--- src/rtl/i2c_slave_tx.sv ---
module i2c_slave_tx #(
  parameter logic [6:0] SLV_ADDR = 7'h3A,
  parameter int CW = 4
) (
  input  logic       clk,
  input  logic       rst_n,
  input  logic       scl_i,
  output logic       scl_oe,
  input  logic       sda_i,
  output logic       sda_oe,
  input  logic       reg_wr,
  input  logic       reg_rd,
  input  logic [1:0] reg_addr,
  input  logic [7:0] reg_wdata,
  output logic [7:0] reg_rdata
);

  localparam logic [CW-1:0] LAST = CW'(8);

  typedef enum logic [3:0] {
    S_IDLE, S_ADDR, S_AACK, S_RDAT, S_RACK, S_TDAT, S_TACK, S_TWAIT, S_TEND
  } st_t;

  st_t st;
  logic [2:0] scl_q, sda_q;
  logic [7:0] sh, txd_q, rxd_q;
  logic [CW-1:0] cnt;
  logic en, host_master, tx_sel, ack_lvl;
  logic tx_empty, tx_done, rx_full;
  logic rw_q, nack_q;

  wire scl_rise = scl_q[1] & ~scl_q[2];
  wire scl_fall = ~scl_q[1] & scl_q[2];
  wire scl_hi   = scl_q[1] & scl_q[2];
  wire start_det = scl_hi & sda_q[2] & ~sda_q[1];
  wire stop_det  = scl_hi & ~sda_q[2] & sda_q[1];
  wire active   = en & ~host_master;

  wire wr_ctrl = reg_wr && reg_addr == 2'd0;
  wire wr_stat = reg_wr && reg_addr == 2'd1;
  wire wr_txd  = reg_wr && reg_addr == 2'd2;
  wire rd_rxd  = reg_rd && reg_addr == 2'd3;
  wire end_seq = !tx_sel && rd_rxd;

  assign scl_oe = (st == S_TWAIT);

  always_comb begin
    case (reg_addr)
      2'd0:    reg_rdata = {4'b0, ack_lvl, tx_sel, host_master, en};
      2'd1:    reg_rdata = {5'b0, rx_full, tx_done, tx_empty};
      2'd2:    reg_rdata = txd_q;
      default: reg_rdata = rxd_q;
    endcase
  end

  always_ff @(posedge clk or negedge rst_n) begin
    if (!rst_n) begin
      scl_q <= 3'b111;
      sda_q <= 3'b111;
    end else begin
      scl_q <= {scl_q[1:0], scl_i};
      sda_q <= {sda_q[1:0], sda_i};
    end
  end

  always_ff @(posedge clk or negedge rst_n) begin
    if (!rst_n) begin
      st <= S_IDLE;
      sh <= '0;
      cnt <= '0;
      txd_q <= '0;
      rxd_q <= '0;
      en <= 1'b0;
      host_master <= 1'b0;
      tx_sel <= 1'b0;
      ack_lvl <= 1'b0;
      tx_empty <= 1'b0;
      tx_done <= 1'b0;
      rx_full <= 1'b0;
      rw_q <= 1'b0;
      nack_q <= 1'b0;
      sda_oe <= 1'b0;
    end else begin
      if (wr_ctrl) begin
        en <= reg_wdata[0];
        host_master <= reg_wdata[1];
        tx_sel <= reg_wdata[2];
        ack_lvl <= reg_wdata[3];
      end
      if (wr_stat && !reg_wdata[1]) tx_done <= 1'b0;
      if (rd_rxd) rx_full <= 1'b0;
      if (wr_txd) txd_q <= reg_wdata;

      if (!active) begin
        st <= S_IDLE;
        sda_oe <= 1'b0;
      end else if (stop_det) begin
        st <= S_IDLE;
        sda_oe <= 1'b0;
        tx_sel <= 1'b0;
        tx_empty <= 1'b0;
      end else if (start_det) begin
        st <= S_ADDR;
        cnt <= '0;
        sda_oe <= 1'b0;
        tx_sel <= 1'b0;
        tx_empty <= 1'b0;
      end else begin
        case (st)
          S_ADDR: begin
            if (scl_rise) begin
              sh <= {sh[6:0], sda_q[1]};
              cnt <= cnt + 1'b1;
            end
            if (scl_fall && cnt == LAST) begin
              if (sh[7:1] == SLV_ADDR) begin
                st <= S_AACK;
                rw_q <= sh[0];
                sda_oe <= ~ack_lvl;
              end else begin
                st <= S_IDLE;
              end
            end
          end
          S_AACK: begin
            if (scl_rise && rw_q) begin
              tx_sel <= 1'b1;
              tx_empty <= 1'b1;
            end
            if (scl_fall) begin
              sda_oe <= 1'b0;
              cnt <= '0;
              if (!rw_q) st <= S_RDAT;
              else if (!tx_empty) begin
                sh <= txd_q;
                sda_oe <= ~txd_q[7];
                tx_empty <= 1'b1;
                st <= S_TDAT;
              end else st <= S_TWAIT;
            end
          end
          S_RDAT: begin
            if (scl_rise) begin
              sh <= {sh[6:0], sda_q[1]};
              cnt <= cnt + 1'b1;
            end
            if (scl_fall && cnt == LAST) begin
              rxd_q <= sh;
              rx_full <= 1'b1;
              sda_oe <= ~ack_lvl;
              st <= S_RACK;
            end
          end
          S_RACK: begin
            if (scl_fall) begin
              sda_oe <= 1'b0;
              cnt <= '0;
              st <= S_RDAT;
            end
          end
          S_TDAT: begin
            if (scl_rise) cnt <= cnt + 1'b1;
            if (scl_fall) begin
              if (cnt == LAST) begin
                sda_oe <= 1'b0;
                st <= S_TACK;
              end else begin
                sh <= {sh[6:0], 1'b0};
                sda_oe <= ~sh[6];
              end
            end
          end
          S_TACK: begin
            if (scl_rise) begin
              nack_q <= sda_q[1];
              if (tx_empty) tx_done <= 1'b1;
            end
            if (scl_fall) begin
              cnt <= '0;
              if (nack_q) st <= S_TEND;
              else if (!tx_empty) begin
                sh <= txd_q;
                sda_oe <= ~txd_q[7];
                tx_empty <= 1'b1;
                st <= S_TDAT;
              end else st <= S_TWAIT;
            end
          end
          S_TWAIT: begin
            if (end_seq) begin
              st <= S_IDLE;
              tx_empty <= 1'b0;
            end else if (!tx_empty) begin
              sh <= txd_q;
              sda_oe <= ~txd_q[7];
              tx_empty <= 1'b1;
              cnt <= '0;
              st <= S_TDAT;
            end
          end
          S_TEND: begin
            if (end_seq) begin
              st <= S_IDLE;
              tx_empty <= 1'b0;
            end
          end
          default: ;
        endcase
      end

      if (wr_txd) tx_empty <= 1'b0;
    end
  end


  stretch_release_chk: assert property (@(posedge clk) disable iff (!rst_n)
    (scl_oe && !tx_empty) |=> !scl_oe);


  sda_low_phase_chk: assert property (@(posedge clk) disable iff (!rst_n)
    $rose(sda_oe) |-> !scl_q[1]);


  done_needs_empty_chk: assert property (@(posedge clk) disable iff (!rst_n)
    $rose(tx_done) |-> $past(tx_empty));


  stop_release_chk: assert property (@(posedge clk) disable iff (!rst_n)
    stop_det |=> (!scl_oe && !sda_oe && !tx_sel));


  disabled_quiet_chk: assert property (@(posedge clk) disable iff (!rst_n)
    !active |=> (!scl_oe && !sda_oe));

endmodule

--- config.mk ---
export PLATFORM = sky130hd
export DESIGN_NAME = i2c_slave_tx
export DESIGN_NICKNAME = d
export VERILOG_FILES = /design/src/rtl/i2c_slave_tx.sv
export SDC_FILE = /design/constraint.sdc
export NUM_CORES = 1
export LEC_CHECK = 0
export BUFFER_PORTS_ARGS = -buffer_cell sky130_fd_sc_hd__clkbuf_2
export CORE_ASPECT_RATIO = 1.25
export CORE_MARGIN = 5
export CORE_UTILIZATION = 30
export DETAILED_ROUTE_END_ITERATION = 12
export PLACE_DENSITY = 0.45
export RECOVER_POWER = 100
export SYNTH_ARGS = -nofsm -noshare
export SYNTH_HDL_FRONTEND = slang
export SYNTH_SLANG_ARGS = --single-unit
export TNS_END_PERCENT = 5
--- constraint.sdc ---
create_clock -name clk -period 2.9 [get_ports clk]
set_clock_uncertainty 0.05 [all_clocks]
set_input_delay 0 -clock clk [delete_from_list [all_inputs] [get_ports clk]]
set_output_delay 0 -clock clk [all_outputs]
set_load 0.02 [all_outputs]
* Word-level counts from Yosys, hierarchy flattened *
Index checks and enable logic that the tools add are counted.
Widths: inputs -> output; s select.

word-level totals
  flip-flop bits (word level) = 48

cells by class
  equality and inequality tests = 42
  muxes and demuxes = 84
  reductions and logical operators = 26
  add/subtract/negate cells = 1
  bitwise gates (word level) = 18

operators by type and width
  cell                 number
  $mux 4               19
  $mux 8               9
  $ne 5x5->1 const B   14
  $mux 1               47
  $pmux 8 s5           1
  $pmux 4 s8           1
  $pmux 8 s3           1
  $reduce_and 10->1    2
  $eq 4x3->1 const B   4
  $reduce_and 5->1     3
  $ne 2x2->1 const B   7
  $pmux 4 s3           1
  $reduce_and 12->1    1
  $ne 11x4->1 const B  1
  $ne 10x4->1 const B  1
  $not 1->1            10
  $and 1x1->1          8
  $eq 4x2->1 const B   2
  $eq 4x4->1 const B   2
  $logic_and 1x1->1    8
  $eq 7x6->1 const B   1
  $pmux 1 s7           1
  $reduce_and 7->1     1
  $reduce_bool 7->1    1
  20 further kinds     25

* Depth between registers and ports, before layout *
Gate-level depths: netlist of run 1.

  depth after elaboration = 12
  mapped depth = 8

* Least setup slack after synthesis of run 1 *
Ideal clock, no wire load.

  path kind = flip-flop to flip-flop
  start = reg st[0]
  end = reg st[0]
  cell stages (with the launch flop) = 8
  data arrival time = 1.944 ns
  setup time = 0.128 ns
  buffers on the path = 2
  data required time = 2.722 ns
  path slack = 0.778 ns
  path through = dfrtp_1 buf_2 clkbuf_1 nor4b_1 a31oi_1 o221a_2 a21oi_1 mux2_1

between the ends
  word-level cells in the longest chain between the ends = 5
  elaborated cells on any way between the ends = 23

ends and longest elaborated chain
  item                                      RTL line  text
  start: declaration                        24        st_t st;
  start signal: assignment                  68        st <= S_IDLE;
  start signal: assignment                  95        st <= S_IDLE;
  start signal: assignment                  98        st <= S_IDLE;
  $eq 4x4->1, or another cell as far along  109       case (st)
  $pmux 4 s8                                109
  $mux 4                                    102       end else if (start_det) begin
  $mux 4                                    97        end else if (stop_det) begin
  $mux 4                                    94        if (!active) begin

Parallel ways exist; a longest one is shown, timed or not.
A chain may end at the register's enable or synchronous reset.

* Worst setup path in the final report of run 1 *
  start = reg st[0]
  end = reg sh[0]

between the ends
  word-level cells in the longest chain between the ends = 4
  elaborated cells on any way between the ends = 18

ends and longest elaborated chain
  item                                                              RTL line  text
  $eq 4x2->1 or $eq 4x1->1 (tied branches)                          109
  $reduce_or 2->1 (no source line)                                  -
  $reduce_bool 5->1 (no source line) or $ne 2x1->1 (tied branches)  -
  $reduce_and 12->1 (no source line)                                -
  end signal: assignment                                            112       sh <= {sh[6:0], sda_q[1]};
  end signal: assignment                                            135       sh <= txd_q;
  end signal: assignment                                            144       sh <= {sh[6:0], sda_q[1]};
  end: declaration                                                  26        logic [7:0] sh, txd_q, rxd_q;

Parallel ways exist; a longest one is shown, timed or not.

==> flow_metrics.py, run 1 <==
metrics = {
    "run_status": {
        "outcome": "finished, violations left",
        "failed_checks": "capacitance limit, slew limit",
    },
    "power": {
        "combPwrFrac_pct": 17.0,
        "p_int_uw": 1190,
        "switching_share_pct": 28.2,
        "leakage_uw": 0.00144,
        "p_sw_uw": 467,
        "clkPwrFrac_pct": 36.2,
        "pwr_density_cell_nw_per_um2": 496,
        "power.share.sequential_pct": 46.8,
        "vdd_drop_max_v": 0.000315,
    },
    "synth": {
        "ys_async_sr_fraction_pct": 100,
        "yosys.cell_types.count": 62,
        "yosysWarnings": 0,
        "postSynthAreaPerCell_um2": 11.0,
        "syn-num-nets": 272,
        "synth-seq-area-share_pct": 43.1,
        "netlist_instances": 254,
        "syn_area_um2": 2800,
        "synth-seq-cells": 48,
        "synth_edf_count": 0,
        "synthFlopType": "dfrtp_1",
    },
    "routing": {
        "routed_via_density": 5.18,
        "drt_iter0_drc": 73,
        "wl_per_cell_um": 17.7,
        "via_count": 2191,
        "first_pass_iters": 4,
        "ant_nets": 0,
        "drt-total-wl_um": 7500,
        "route.detailed.drc": 0,
    },
    "timing": {
        "fin_ws_ps": 380,
        "max_slew_margin_pct": -12.5,
        "hold_viol_final": 0,
        "period_share_pct": 86.9,
        "min_period_ps": 2520,
        "whs_ps": 67.4,
        "drv_slew": 30,
        "fmax_mhz": 397,
        "setup_viol": 0,
        "tightestPinTransition_ps": 1690,
        "rsz0062_at_grt": "no",
        "finalSetupTns_ps": 0,
    },
    "layout": {
        "drive_gt1_share_pct": 25.3,
        "diodes": 0,
        "fill_cells": 939,
        "syn_to_final_growth_pct": 19.0,
        "fin_cells": 423,
        "utilization_pct": 36.6,
        "nNetsFinal": 317,
    },
    "placed_design": {
        "hpwl_um": 5520,
        "place_ws_ps": 338,
        "gp_congestion": 0.896,
        "io_buffers": 25,
        "placed_cells": 403,
    },
    "floorplan": {
        "dieArea_um2": 11400,
        "dieWidth_um": 96.5,
        "rows": 39,
        "ios": 26,
        "fp.dieH_um": 118,
        "initial_utilization_pct": 30.7,
        "core-area_um2": 9130,
    },
    "global_route": {
        "grt_pass1_wl_um": 12500,
        "grt-ovfl-total": 0,
        "grt_max_degree": 30,
        "grt_util_all_layers_pct": 14.2,
        "grt_pass1_vias": 2327,
        "antenna_found_initial": 0,
    },
    "setup_path": {
        "ff2ff_path_depth": 5,
        "startpoint_type": "register",
        "reg2reg_from": "st[0]",
        "arrival_ps": 2640,
        "critPathCapture": "sh[0]",
        "critPathLaunch": "st[0]",
        "rrSetupSlack_ps": 380,
        "cp.required_ps": 3020,
        "cp_max_fo": 18,
        "path_class": "reg2reg",
        "worst_setup_path_end_kind": "register",
        "reg2reg_to": "sh[0]",
    },
    "clock_network": {
        "cts_buffers": 5,
        "clock-sinks": 48,
        "clkLatencyLatePin_ps": 290,
        "cts_root_buffer": "clkbuf_16",
        "clk_pin_slew_ps": 70,
        "cts_buffer_depth": 2,
        "cts_tree": "yes",
        "cts_max_level": 2,
    },
    "job": {
        "maxCapViolations": 1,
    },
    "min_path": {
        "min_path_type": "in2reg",
    },
}
==> synthesized netlist by cell type (2+ instances only) <==
cell type | number | area share [%]
nor3_1 | 3 | 0.54
nor3b_1 | 4 | 1.1
o211ai_1 | 5 | 1.3
nand3b_1 | 2 | 0.54
clkbuf_1 | 5 | 0.67
a31oi_1 | 3 | 0.67
nand4b_1 | 3 | 0.94
nand3_1 | 4 | 0.71
nor2b_1 | 10 | 2.2
inv_1 | 10 | 1.3
o21ai_0 | 9 | 1.6
o31ai_1 | 3 | 0.80
o21bai_1 | 2 | 0.54
nor2_1 | 7 | 0.94
buf_2 | 4 | 0.71
o22ai_1 | 2 | 0.45
or3_1 | 3 | 0.67
nand2_1 | 18 | 2.4
a22o_1 | 2 | 0.62
o21a_1 | 2 | 0.54
buf_1 | 4 | 0.54
a21o_1 | 2 | 0.54
mux2i_1 | 7 | 2.5
or2_2 | 2 | 0.45
ha_1 | 2 | 0.89
dfrtp_1 | 42 | 37
xor2_1 | 2 | 0.62
a211oi_1 | 3 | 0.80
a21oi_1 | 9 | 1.6
mux2_2 | 30 | 12
mux4_2 | 3 | 2.4
dfstp_2 | 6 | 5.6
mux2_4 | 8 | 4.3
nor4b_1 | 5 | 1.6
==> metrics by stage <==
step                      instance area [µm²]  total power [µW]
final                                    3340              1660
after detailed placement                 3130              1070
after floorplan                          2800               958
after CTS                                3400              1690
after global placement                   3130              1070
after global routing                     3340              1750
==> routing by layer <==
| metal | wire, µm | share of wire, % | vias to the layer above | track usage, % |
|---|---|---|---|---|
| met1 | 3180 | 42 | 1087 | 17.8 |
| met5 | 0 | 0 | - | 0 |
| li1 | - | - | 1041 | - |
| met3 | 252 | 3.4 | 12 | 2.24 |
| met4 | 210 | 2.8 | 0 | 6.58 |
| met2 | 3850 | 51 | 51 | 23.4 |
==> cells in the final DEF (no fill, tap or decap), types with 3 or more instances in the layout <==
master and count:
nor2b_1 10, or3_1 3, nand3_1 4, a31oi_1 3
inv_1 10, clkbuf_2 15, nor2_1 7, o31ai_1 3
nand2_1 18, a21oi_1 9, nor3_1 3, o211ai_1 5
o21ai_0 9, mux2i_1 7, mux4_2 3, dfrtp_1 42
dfstp_2 4, nand4b_1 3, a211oi_1 3, clkbuf_16 5
buf_4 9, mux2_1 9, dlygate4sd3_1 12, mux2_2 30
nor3b_1 4, nor4b_1 5, clkbuf_1 16
==> flip-flops by register name, indices dropped and copies added, names as in the netlist, 3 cells and up <==
name	count
sh	8
cnt	4
txd_q	8
rxd_q	8
st	4
scl_q	3
sda_q	3
==> critical path, stage by stage (launching register included) <==
cell and delay (ps):
dfrtp_1 570, nor4bb_1 260, nor2b_1 150, or3_1 340, or4_1 630, mux2_1 400
==> worst min-delay path by stage <==
stage	slack (ps)	end	depth (start not counted)	from
finish	70	tx_done	3	reg_wr
global route	90	tx_done	3	reg_wr
CTS	60	tx_done	3	reg_wr
detailed placement	40	sda_q[0]	1	sda_i
global placement	40	scl_q[0]	1	scl_i
floorplan	-350	ack_lvl	0	rst_n
==> kinds of logic after synthesis <==
group | share of synthesized area [%]
xor+xnor | 0.937
mux | 21.6
fa+ha+maj | 0.892
buf+inv | 3.66
flops | 43.1
compound gates | 14.0
simple gates | 15.8
==> layout make-up <==
cell class | count | area (µm²) | share of cell area (%)
clock inverter | 3 | 25.0 | 0.750
tap | 123 | 154 | 4.61
sequential | 48 | 1210 | 36.2
inverter | 11 | 41.3 | 1.24
clock buffer | 5 | 125 | 3.75
multi-input combinational | 181 | 1460 | 43.7
timing repair buffer | 52 | 323 | 9.68
==> repair_timing <==
action	4_1_cts	5_1_grt
hold buffers	12	0
buffers inserted	0	0
gates resized for setup	0	0
endpoints found under the hold margin	36	0
==> power by group through the flow <==
| stage | clock, µW | sequential, µW | combinational, µW |
|---|---|---|---|
| 2_1_floorplan | 0 | 768 | 190 |
| 3_3_place_gp | 0 | 788 | 278 |
| 3_5_place_dp | 0 | 790 | 279 |
| 4_1_cts | 619 | 777 | 292 |
| 5_1_grt | 651 | 785 | 318 |
| 6_report | 599 | 776 | 281 |
Note: power is estimated with default switching activity, not from simulation.
==> inputs of run 2 (changes only) <==
- CORE_ASPECT_RATIO: 1.25 -> 1.5
==> flow_metrics.py, run 2 (same netlist as run 1, synthesis figures left out) <==
metrics = {
    "min_path": {
        "min_path_type": "in2reg",
    },
    "power": {
        "clkPwrFrac_pct": 37.2,
        "switching_share_pct": 28.3,
        "pwr_density_cell_nw_per_um2": 511,
        "p_sw_uw": 477,
        "power.share.sequential_pct": 46.1,
        "leakage_uw": 0.00143,
        "p_int_uw": 1210,
        "combPwrFrac_pct": 16.7,
        "vdd_drop_max_v": 0.000223,
    },
    "global_route": {
        "grt-ovfl-total": 0,
        "antenna_found_initial": 0,
        "use_met1_pct": 17.2,
        "grt_use_met2_pct": 26.2,
        "use_met3_pct": 2.50,
        "grt_pass1_wl_um": 12700,
        "grt_pass1_vias": 2338,
        "grt_max_degree": 34,
        "grt_util_all_layers_pct": 14.9,
        "grt-busiest-layer": "met2",
    },
    "routing": {
        "route.detailed.drc": 0,
        "drt-total-wl_um": 7910,
        "first_pass_iters": 4,
        "routed_via_density": 5.43,
        "drt_iter0_drc": 121,
        "ant_nets": 0,
        "wl_per_cell_um": 19.3,
        "via_count": 2221,
    },
    "run_status": {
        "outcome": "finished, violations left",
        "failed_checks": "capacitance limit, slew limit",
    },
    "setup_path": {
        "arrival_ps": 2660,
        "worst_setup_path_end_kind": "register",
        "rrSetupSlack_ps": 370,
        "path_class": "reg2reg",
        "cp.required_ps": 3030,
        "cp_max_fo": 13,
        "startpoint_type": "register",
    },
    "layout": {
        "finish.instance_area_um2": 3300,
        "syn_to_final_growth_pct": 17.8,
        "final_common_cell": "dfrtp_1",
        "multi_input_area_um2": 1460,
        "diodes": 0,
        "top_regs": "rxd_q x8, sh x8, txd_q x8",
        "fin_cells": 409,
        "mostFrequentLayoutCells": "dfrtp_1, mux2_2, nand2_1, clkbuf_1, clkbuf_2",
        "register_area_um2": 1210,
        "nNetsFinal": 314,
        "drive_gt1_share_pct": 22.9,
        "fill_cells": 952,
    },
    "floorplan": {
        "fp.dieH_um": 128,
        "dieWidth_um": 88.9,
        "initial_utilization_pct": 30.5,
        "ios": 26,
        "core-area_um2": 9200,
        "dieArea_um2": 11400,
        "rows": 43,
    },
    "placed_design": {
        "hpwl_um": 5890,
        "placed_cells": 389,
        "io_buffers": 25,
        "gp_congestion": 0.898,
        "postPlaceCellArea_um2": 3100,
        "place_ws_ps": 394,
    },
    "clock_network": {
        "clock-sinks": 48,
        "cts_tree": "yes",
        "cts_buffer_depth": 2,
        "post_cts_buffers": 0,
        "clkLatencyLatePin_ps": 300,
        "cts_buffers": 5,
        "cts_root_buffer": "clkbuf_16",
        "clk_pin_slew_ps": 70,
        "cts_max_level": 2,
    },
    "timing": {
        "hold_viol_final": 0,
        "tightestPinTransition_ps": 1810,
        "fin_ws_ps": 371,
        "min_period_ps": 2530,
        "whs_ps": 53.9,
        "rsz0062_at_grt": "no",
        "finalSetupTns_ps": 0,
        "drv_slew": 34,
        "max_slew_margin_pct": -21.0,
        "period_share_pct": 87.2,
        "setup_viol": 0,
        "fmax_mhz": 395,
    },
    "job": {
        "maxCapViolations": 1,
    },
}
-- run 2: changes by cell type in the layout (fill, tap and decap cells not counted), sizes merged --
cell,delta
clkbuf,+1
clkinvlp,-1
buf,-3
-- run 2: per-stage QoR --
stage / util [%] / total power, µW
global route: 35.9 / 1770
floorplan: - / 958
detailed placement: 33.7 / 1080
CTS: 36.7 / 1720
finish: 35.9 / 1690
global placement: 33.7 / 1070
-- run 2: worst paths after layout --
| kind | startpoint | end | cells past startpoint |
|---|---|---|---|
| setup / recovery | st[1] | st[0] | 5 |
| hold / removal | reg_wr | tx_done | 3 |
| setup reg to reg | st[1] | st[0] | 5 |
| hold reg to reg | scl_q[0] | scl_q[1] | 0 |
| max in group asynchronous | rst_n | st[2] | 3 |
| min in group asynchronous | rst_n | cnt[1] | 2 |
-- run 2: timing repair --
| action | in CTS | in global routing |
|---|---|---|
| hold buffers | 12 | 0 |
| setup endpoints to repair | 0 | 0 |
| gates resized for setup | 0 | 0 |
| hold endpoints to repair | 40 | 0 |
-- run 2: metal layers --
layer	vias up	wire length [µm]	part of all wire (%)
met5	-	0	0
met4	0	253	3.2
met3	17	214	2.7
met2	45	4300	54
met1	1125	3140	40
li1	1034	-	-
-- run 2: area by class of cell --
class / instances / area share, %
clock buffer: 6 / 4.20
timing repair buffer: 49 / 9.02
inverter: 11 / 1.25
tap: 112 / 4.24
multi-input combinational: 181 / 44.2
sequential: 48 / 36.6
clock inverter: 2 / 0.530
-- run 2: worst max-delay path: stages (launching register included) --
cell	delay [ps]
dfrtp_1	550
nor4b_1	840
a31oi_1	80
o221a_1	350
a21oi_1	200
mux2_1	340
-- run 2: power groups by stage --
stage / logic (µW) / registers, µW / clock network [µW]
2_1_floorplan: 190 / 768 / 0
3_3_place_gp: 284 / 790 / 0
3_5_place_dp: 285 / 791 / 0
4_1_cts: 298 / 778 / 648
5_1_grt: 314 / 784 / 668
6_report: 282 / 777 / 628
